===== config.mk =====
export PLATFORM = sky130hd
export DESIGN_NAME = hpt_walker
export DESIGN_NICKNAME = d
export VERILOG_FILES = /design/src/rtl/hptw_pkg.sv /design/src/rtl/hptw_hash.sv /design/src/rtl/hptw_addr.sv /design/src/rtl/hptw_judge.sv /design/src/rtl/hpt_walker.sv
export SDC_FILE = /design/constraint.sdc
export NUM_CORES = 1
export LEC_CHECK = 0
export ABC_AREA = 0
export BUFFER_PORTS_ARGS = -buffer_cell sky130_fd_sc_hd__buf_2
export CAP_MARGIN = 10
export CORE_MARGIN = 5
export CORE_UTILIZATION = 30
export CTS_CLUSTER_SIZE = 24
export DETAILED_ROUTE_END_ITERATION = 16
export SYNTH_ARGS = -nofsm -noshare
export SYNTH_HDL_FRONTEND = slang
export SYNTH_SLANG_ARGS = --single-unit
export TNS_END_PERCENT = 30

===== constraint.sdc =====
create_clock -name clk -period 2.5 [get_ports clk]
set_input_delay 0.25 -clock clk [delete_from_list [all_inputs] [get_ports clk]]
set_output_delay 0.25 -clock clk [all_outputs]
set_load 0.01 [all_outputs]

===== src/rtl/hptw_pkg.sv =====
package hptw_pkg;
   typedef enum logic [1:0] {ST_IDLE, ST_ISSUE, ST_WAIT, ST_DONE} walk_st_e;
   typedef enum logic [1:0] {OC_FILL, OC_FAULT, OC_TRAP} outcome_e;
endpackage


===== src/rtl/hptw_hash.sv =====
module hptw_hash #(
   parameter int VPN_W    = 20,
   parameter int ASID_W   = 8,
   parameter int IDX_W    = 6,
   parameter bit MIX_ASID = 1'b1
) (
   input  logic [VPN_W-1:0]  vpn,
   input  logic [ASID_W-1:0] asid,
   output logic [IDX_W-1:0]  idx
);
   logic [IDX_W-1:0] vpn_fold;
   logic [IDX_W-1:0] tag_fold;

   if (IDX_W < 1 || IDX_W > VPN_W) begin : g_bad_idx
      $error("hptw_hash: IDX_W must be in 1..VPN_W");
   end

   always_comb begin
      vpn_fold = '0;
      for (int j = 0; j < VPN_W; j++) vpn_fold[j % IDX_W] ^= vpn[j];
   end

   if (MIX_ASID) begin : g_mix
      always_comb begin
         tag_fold = '0;
         for (int j = 0; j < ASID_W; j++) tag_fold[j % IDX_W] ^= asid[j];
      end
   end else begin : g_nomix
      assign tag_fold = '0;
   end

   assign idx = vpn_fold ^ tag_fold;
endmodule


===== src/rtl/hptw_addr.sv =====
module hptw_addr #(
   parameter int ADDR_W   = 32,
   parameter int IDX_W    = 6,
   parameter int ENT_LOG2 = 4
) (
   input  logic              clk,
   input  logic              rst_n,
   input  logic              chk_en,
   input  logic [ADDR_W-1:0] base,
   input  logic [IDX_W-1:0]  idx,
   output logic [ADDR_W-1:0] addr
);
   localparam int SPAN = IDX_W + ENT_LOG2;
   localparam logic [ADDR_W-1:0] LOW_MASK = {{(ADDR_W-SPAN){1'b0}}, {SPAN{1'b1}}};

   if (SPAN >= ADDR_W) begin : g_bad_span
      $error("hptw_addr: table span exceeds address width");
   end

   logic [ADDR_W-1:0] off;
   assign off  = {{(ADDR_W-IDX_W){1'b0}}, idx} << ENT_LOG2;
   assign addr = base | off;


   base_aligned_chk: assert property (@(posedge clk) disable iff (!rst_n)
      chk_en |-> ((base & LOW_MASK) == '0));
endmodule


===== src/rtl/hptw_judge.sv =====
module hptw_judge
   import hptw_pkg::*;
#(
   parameter int VPN_W  = 20,
   parameter int ASID_W = 8,
   parameter int PPN_W  = 16,
   localparam int ENT_W = 5 + PPN_W + VPN_W + ASID_W
) (
   input  logic [ENT_W-1:0]  ent,
   input  logic [VPN_W-1:0]  vpn,
   input  logic [ASID_W-1:0] asid,
   input  logic              is_wr,
   output outcome_e          kind,
   output logic [ENT_W-1:0]  upd,
   output logic              changed
);
   localparam int B_D    = 0;
   localparam int B_R    = 1;
   localparam int B_PW   = 2;
   localparam int B_PR   = 3;
   localparam int B_VPN  = 4 + PPN_W;
   localparam int B_ASID = B_VPN + VPN_W;
   localparam int B_V    = B_ASID + ASID_W;

   logic tag_ok, perm_ok;

   assign tag_ok  = ent[B_V] && (ent[B_VPN +: VPN_W] == vpn) &&
                    (ent[B_ASID +: ASID_W] == asid);
   assign perm_ok = is_wr ? ent[B_PW] : ent[B_PR];

   always_comb begin
      upd      = ent;
      upd[B_R] = 1'b1;
      if (is_wr) upd[B_D] = 1'b1;
   end

   assign changed = (upd != ent);
   assign kind    = !tag_ok ? OC_TRAP : (!perm_ok ? OC_FAULT : OC_FILL);
endmodule


===== src/rtl/hpt_walker.sv =====
module hpt_walker
   import hptw_pkg::*;
#(
   parameter int ADDR_W   = 32,
   parameter int VPN_W    = 20,
   parameter int ASID_W   = 8,
   parameter int PPN_W    = 16,
   parameter int IDX_W    = 6,
   parameter int ENT_LOG2 = 4,
   parameter bit MIX_ASID = 1'b1,
   localparam int ENT_W   = 5 + PPN_W + VPN_W + ASID_W
) (
   input  logic              clk,
   input  logic              rst_n,
   input  logic [ADDR_W-1:0] tbl_base,
   input  logic              req_valid,
   input  logic [VPN_W-1:0]  req_vpn,
   input  logic [ASID_W-1:0] req_asid,
   input  logic              req_write,
   output logic              busy,
   output logic              mem_rd_req,
   output logic [ADDR_W-1:0] mem_addr,
   input  logic              mem_rd_valid,
   input  logic [ENT_W-1:0]  mem_rd_data,
   output logic              mem_wr_req,
   output logic [ENT_W-1:0]  mem_wr_data,
   output logic              fill_valid,
   output logic [PPN_W-1:0]  fill_ppn,
   output logic              fill_rd_ok,
   output logic              fill_wr_ok,
   output logic              fill_dirty,
   output logic              fault_valid,
   output logic              trap_valid,
   output logic [VPN_W-1:0]  trap_vpn,
   output logic [ASID_W-1:0] trap_asid,
   output logic [ADDR_W-1:0] trap_addr
);
   localparam int B_PPN = 4;

   if (ENT_LOG2 < 0 || PPN_W < 1) begin : g_bad_cfg
      $error("hpt_walker: bad entry geometry");
   end

   walk_st_e          st;
   logic [VPN_W-1:0]  lat_vpn;
   logic [ASID_W-1:0] lat_asid;
   logic              lat_wr;
   logic [ADDR_W-1:0] lat_addr;
   logic [IDX_W-1:0]  slot_idx;
   logic [ADDR_W-1:0] slot_addr;
   logic              accept;
   outcome_e          kind;
   logic [ENT_W-1:0]  upd;
   logic              changed;

   assign accept = req_valid && (st == ST_IDLE);

   hptw_hash #(.VPN_W(VPN_W), .ASID_W(ASID_W), .IDX_W(IDX_W), .MIX_ASID(MIX_ASID)) u_hash (
      .vpn(req_vpn), .asid(req_asid), .idx(slot_idx));

   hptw_addr #(.ADDR_W(ADDR_W), .IDX_W(IDX_W), .ENT_LOG2(ENT_LOG2)) u_addr (
      .clk(clk), .rst_n(rst_n), .chk_en(accept),
      .base(tbl_base), .idx(slot_idx), .addr(slot_addr));

   hptw_judge #(.VPN_W(VPN_W), .ASID_W(ASID_W), .PPN_W(PPN_W)) u_judge (
      .ent(mem_rd_data), .vpn(lat_vpn), .asid(lat_asid), .is_wr(lat_wr),
      .kind(kind), .upd(upd), .changed(changed));

   always_ff @(posedge clk or negedge rst_n) begin
      if (!rst_n) begin
         st          <= ST_IDLE;
         lat_vpn     <= '0;
         lat_asid    <= '0;
         lat_wr      <= 1'b0;
         lat_addr    <= '0;
         fill_valid  <= 1'b0;
         fault_valid <= 1'b0;
         trap_valid  <= 1'b0;
         mem_wr_req  <= 1'b0;
         mem_wr_data <= '0;
         fill_ppn    <= '0;
         fill_rd_ok  <= 1'b0;
         fill_wr_ok  <= 1'b0;
         fill_dirty  <= 1'b0;
      end else begin
         unique case (st)
            ST_IDLE: if (accept) begin
               lat_vpn  <= req_vpn;
               lat_asid <= req_asid;
               lat_wr   <= req_write;
               lat_addr <= slot_addr;
               st       <= ST_ISSUE;
            end
            ST_ISSUE: st <= ST_WAIT;
            ST_WAIT: if (mem_rd_valid) begin
               fill_valid  <= (kind == OC_FILL);
               fault_valid <= (kind == OC_FAULT);
               trap_valid  <= (kind == OC_TRAP);
               mem_wr_req  <= (kind == OC_FILL) && changed;
               mem_wr_data <= upd;
               fill_ppn    <= upd[B_PPN +: PPN_W];
               fill_rd_ok  <= upd[3];
               fill_wr_ok  <= upd[2];
               fill_dirty  <= upd[0];
               st          <= ST_DONE;
            end
            ST_DONE: begin
               fill_valid  <= 1'b0;
               fault_valid <= 1'b0;
               trap_valid  <= 1'b0;
               mem_wr_req  <= 1'b0;
               st          <= ST_IDLE;
            end
            default: st <= ST_IDLE;
         endcase
      end
   end

   assign busy       = (st != ST_IDLE);
   assign mem_rd_req = (st == ST_ISSUE);
   assign mem_addr   = lat_addr;
   assign trap_vpn   = lat_vpn;
   assign trap_asid  = lat_asid;
   assign trap_addr  = lat_addr;


   single_read_chk: assert property (@(posedge clk) disable iff (!rst_n)
      mem_rd_req |=> !mem_rd_req);

   one_outcome_chk: assert property (@(posedge clk) disable iff (!rst_n)
      $onehot0({fill_valid, fault_valid, trap_valid}));

   wb_only_on_fill_chk: assert property (@(posedge clk) disable iff (!rst_n)
      mem_wr_req |-> fill_valid);

   wb_ref_set_chk: assert property (@(posedge clk) disable iff (!rst_n)
      mem_wr_req |-> mem_wr_data[1]);

   outcome_release_chk: assert property (@(posedge clk) disable iff (!rst_n)
      (fill_valid || fault_valid || trap_valid) |=> !busy);

   outcome_timing_chk: assert property (@(posedge clk) disable iff (!rst_n)
      (st == ST_WAIT && mem_rd_valid) |=> (fill_valid || fault_valid || trap_valid));
endmodule


== Word-level counts from Yosys, hierarchy flattened ==
Cells that the tools add are included.

* Register bits after elaboration: 135
* Input bits: 114
* Logic and storage cells: 69

* Equality and inequality tests: 10
* Muxes and demuxes: 15
* Bitwise operators: 18
* Reductions and logical operators: 12

{| class="wikitable"
|+ Operators by type and width
! operator !! count
|-
| 32-bit by 10-bit OR with 32-bit output || 1
|-
| 20-bit equality test || 1
|-
| 1-bit bitwise XOR || 16
|-
| 8-bit equality test || 1
|-
| 1-bit one-hot mux with 2 select lines || 4
|-
| 2-bit one-hot mux with 4 select lines || 1
|-
| 2-bit AND reduction || 4
|-
| 1-bit 2-to-1 mux || 7
|-
| 2-bit equality test, second input constant || 3
|-
| 2-bit 2-to-1 mux || 3
|-
| 6-bit bitwise XOR || 1
|-
| 2-bit by 1-bit equality test with 1-bit output, second input constant || 2
|-
| 1-bit logical AND || 4
|-
| 2-bit logical NOT || 2
|-
| 2-bit inequality test, second input constant || 2
|-
| 2-bit nonzero test || 2
|-
| 2-bit inequality test || 1
|}

== Depth between registers and ports, before layout ==
* Word-level depth: 8
* Gate-level depth with buffers: 7
* Mapped depth without buffers: 7

== By module ==
A second synthesis with hierarchy kept.

* Cells, all modules: 475
* Area, all modules: 6083.3 um^2

{| class="wikitable"
|+ By module, submodules not included
! module !! instances !! cells an instance !! area each (um^2)
|-
| hpt_walker || 1 || 319 || 4845.9
|-
| hptw_judge || 1 || 104 || 787.0
|-
| hptw_addr || 1 || 32 || 232.7
|-
| hptw_hash || 1 || 20 || 217.7
|}

== Least setup slack after synthesis ==
No wires, ideal clock.

* Path kind: flip-flop to flip-flop
* Start point: register st[0]
* End point: register lat_addr[30], in the netlist mem_addr[30]
* Setup time: 0.125 ns
* Data arrival time: 1.501 ns
* Data required time: 2.375 ns
* Setup slack: 0.874 ns
* Stages on the path, launching flop included: 7
* Buffers on the path: 2
* Period minus slack after synthesis: 1.626 ns
* Cells stage by stage: dfrtp_1 inv_1 ha_1 nand2_1 buf_2 buf_2 mux2_2

* Cells in the longest elaborated chain, start to end: 3

{| class="wikitable"
|+ RTL lines
! what !! RTL line !! source
|-
| start, declared || hpt_walker.sv:44 || <nowiki>walk_st_e st;</nowiki>
|-
| start signal, assigned || hpt_walker.sv:71 || <nowiki>st <= ST_IDLE;</nowiki>
|-
| start signal, assigned || hpt_walker.sv:92 || <nowiki>st <= ST_ISSUE;</nowiki>
|-
| start signal, assigned || hpt_walker.sv:94 || <nowiki>ST_ISSUE: st <= ST_WAIT;</nowiki>
|-
| 2-bit logical NOT * || hpt_walker.sv:56, hpt_walker.sv:86 ||
|-
| 1-bit logical AND || hpt_walker.sv:56 || <nowiki>assign accept = req_valid && (st == ST_IDLE);</nowiki>
|-
| 2-bit AND reduction (no line) * || -- ||
|-
| end signal, assigned || hpt_walker.sv:91 || <nowiki>lat_addr <= slot_addr;</nowiki>
|-
| end, declared || hpt_walker.sv:48 || <nowiki>logic [ADDR_W-1:0] lat_addr;</nowiki>
|}

Every way passes the cells marked *; elsewhere a longest branch is shown, timed or not.
A chain may end at the register's enable or synchronous reset.

== Final worst setup path ==
* Start point: register st[0]
* End point: register lat_addr[24], in the netlist mem_addr[24]

Same word-level chain as after synthesis.

==> results.ini <==
[setup_path]
crit_end=mem_addr[24]
critPathKind=register to register
r2r_start=st[0]
critPathMaxFanout=36
start_kind=register
cp.depth=5
critPathSlowestCell=dfrtp_1
r2r-end=mem_addr[24]
worstSetupStartpoint=st[0]
critPathMaxStageDelay_ns=0.40
cp_cell_sequence=inv_1 > ha_1 > nand2_4 > buf_12 > mux2_2
cp.required_ns=2.78
critPathArrivalTime_ns=2.18
path_buf_inv=2
cp_top_family=flip-flops
r2r_slack_ns=0.60
crit_path_end_kind=register
r2r_cells=5

[route]
drc=0
drt-pass1-iter-count=4
routed_via_density=4.395
drt_wl_total_mm=14.92
drtAntennaViolNets=0
routedWlPerCell_um=16.86
vias=3890
first_iter_violations=77

[timing]
finalCritPeriodShare_pct=76.20
finalSetupViolations=0
tightest_slew_ns=0.4491
period_minus_slack_ns=1.905
setup_tns_ns=0
slew_violations=0
fmax_mhz=525.0
finalClockSkew_ns=0.005609
hold_viol=0
rsz0062_at_grt=no
max_slew_margin_pct=70.06

[clock_network]
clkSlewWorstSetupHoldPaths_ns=0.06
cts.path.max_buffers=2
h-tree-depth=4
insertion_delay_ns=0.40
cts_tree=done
clkSinkCount=116
hold_buffers=1
cts_setup_buffers=0
numCtsBuffers=17
cts_root_buffer=clkbuf_16
cts_resized=0

[finish]
fin_util_pct=41.72
final_cell_mix=278 x buf_2, 116 x dfrtp_1, 100 x mux2_2
nNetsFinal=766
drive_gt1_share_pct=63.64
final_common_cell=buf_2
fillers=1703
syn_to_final_growth_pct=35.84
diodes=0

[power]
vdd_drop_max_mv=0.6008
netSwitchingPower_mw=3.602
power_density_nw_per_um2=1389
p_leak_nw=3.594
power.internal_mw=6.488
pwr-share-comb_pct=41.0
power_frac_seq_pct=34.7
clkPwrFrac_pct=24.2
switching_share_pct=35.70

[run]
cap_viol_max_count=0

[synthesis]
ys_top_cells_by_area=dfrtp_1 54%, mux2_2 21%, buf_4 7.2%, xnor2_1 6.5%, o21ai_0 1.3%
synth_seq_cells=116
synth-edff-count=0
synth_top_area_cell=dfrtp_1
ys_seq_area_share_pct=54.27
synthArstFlopShare_pct=100.0
syn-mean-instance-area_sq_um=13.14
synthesis.instances=407
yosysWarnings=0
yosysUniqueCellTypes=27
syn-cell-area_sq_um=5349
syn_nets=526
ys.flop_type=dfrtp_1
netlist.area_leader.share_pct=54.27

[floorplanning]
row_count=48
placeableCoreArea_sq_um=17420
boundaryPins=280
start_util_pct=30.71
die_width_um=143.5
dieArea_sq_um=20600
die_h_um=143.5

[global_routing]
grt_pass1_vias=4254
antenna_found_initial=1
grt_start_max_net_pins=61
grt_remaining_overflow=0
grt_pass1_wl_mm=22.71
gr-usage-all-layers_pct=14.32

[hold_path]
hold_path_class=primary input to register
hp-start=mem_rd_data[7]

[placed_design]
gp_congestion=0.7631
io_buffers=279
dp_hpwl_mm=11.95

[status]
status=finished, final reports clean

==> flip-flops by register name (all words and copies together) (netlist names) <==
name / count
fault_valid: 1
fill_valid: 1
lat_wr: 1
mem_addr: 32
mem_wr_data: 49
mem_wr_req: 1
st: 2
trap_asid: 8
trap_valid: 1
trap_vpn: 20
==> cell usage after synthesis (2+ instances only) <==
cell	number
nor2_1	12
mux2_2	100
nand4_1	6
nand2_1	14
xnor2_1	40
inv_1	7
o21ai_1	2
nor2b_1	3
buf_4	51
buf_2	12
dfrtp_1	116
o21ai_0	14
xor2_1	6
nand3_1	3
ha_1	5
nor3_1	2
nand2b_1	4
==> power groups by stage <==
stage / combinational, mW / clock [mW] / sequential [mW]
global route: 4.52 / 2.61 / 3.64
floorplan: 2.45 / 0 / 3.87
finish: 4.14 / 2.44 / 3.50
global placement: 4.16 / 0 / 3.49
detailed placement: 4.23 / 0 / 3.55
CTS: 4.24 / 2.53 / 3.53
==> through the flow <==
| step | cells | power, mW | cell area [sq um] | setup WS [ns] | hold slack (ns) |
|---|---|---|---|---|---|
| after global placement | 852 | 7.647 | 6655 | 0.6533 | 0.1739 |
| after detailed placement | 852 | 7.783 | 6655 | 0.5717 | 0.1751 |
| after CTS | 885 | 10.30 | 7266 | 0.5691 | 0.04807 |
| final | 885 | 10.09 | 7266 | 0.5951 | 0.07546 |
| after global routing | 885 | 10.77 | 7266 | 0.4746 | 0.05618 |
| after floorplan | 407 | 6.318 | 5349 | 0.8739 | -0.04559 |
==> routing by layer <==
layer / part of all wire [%] / up-vias / GRT usage (%)
met3: 9.2 / 18 / 5.092
met1: 38 / 1870 / 16.33
met5: 0.087 / - / 0
met4: 1.4 / 2 / 4.559
li1: - / 1820 / -
met2: 51 / 180 / 25.13
==> worst register-to-register path, stage by stage, from the launching register on <==
cell and delay (ns):
dfrtp_1 0.40, inv_1 0.10, ha_1 0.24, nand2_4 0.35, buf_12 0.31, mux2_2 0.38
==> kinds of logic after synthesis <==
kind of cell	after synthesis	synth area share, %
compound gates	21	2.386
flops	116	54.27
mux	101	21.24
buf+inv	71	8.842
xor+xnor	46	7.532
simple gates	47	4.561
fa+ha+maj	5	1.170
==> cell type report <==
class / count / area, sq um / area share [%]
Sequential cell: 116 / 2903 / 39.95
Tap cell: 225 / 281.5 / 3.875
Multi-Input combinational cell: 220 / 1983 / 27.29
Clock buffer: 18 / 439.2 / 6.044
Inverter: 7 / 26.28 / 0.3616
Clock inverter: 14 / 161.4 / 2.221
Timing Repair Buffer: 285 / 1471 / 20.25
==> worst min-delay path by stage <==
stage | endpoint | slack [ns] | cells after the start
3_3_place_gp | st[1] | 0.17 | 1
3_5_place_dp | mem_addr[25] | 0.18 | 1
4_1_cts | mem_wr_data[7] | 0.05 | 2
5_1_grt | mem_wr_data[7] | 0.06 | 2
6_report | mem_wr_data[7] | 0.08 | 2
2_1_floorplan | fault_valid | -0.05 | 0
(Power assumes the default switching activity.)
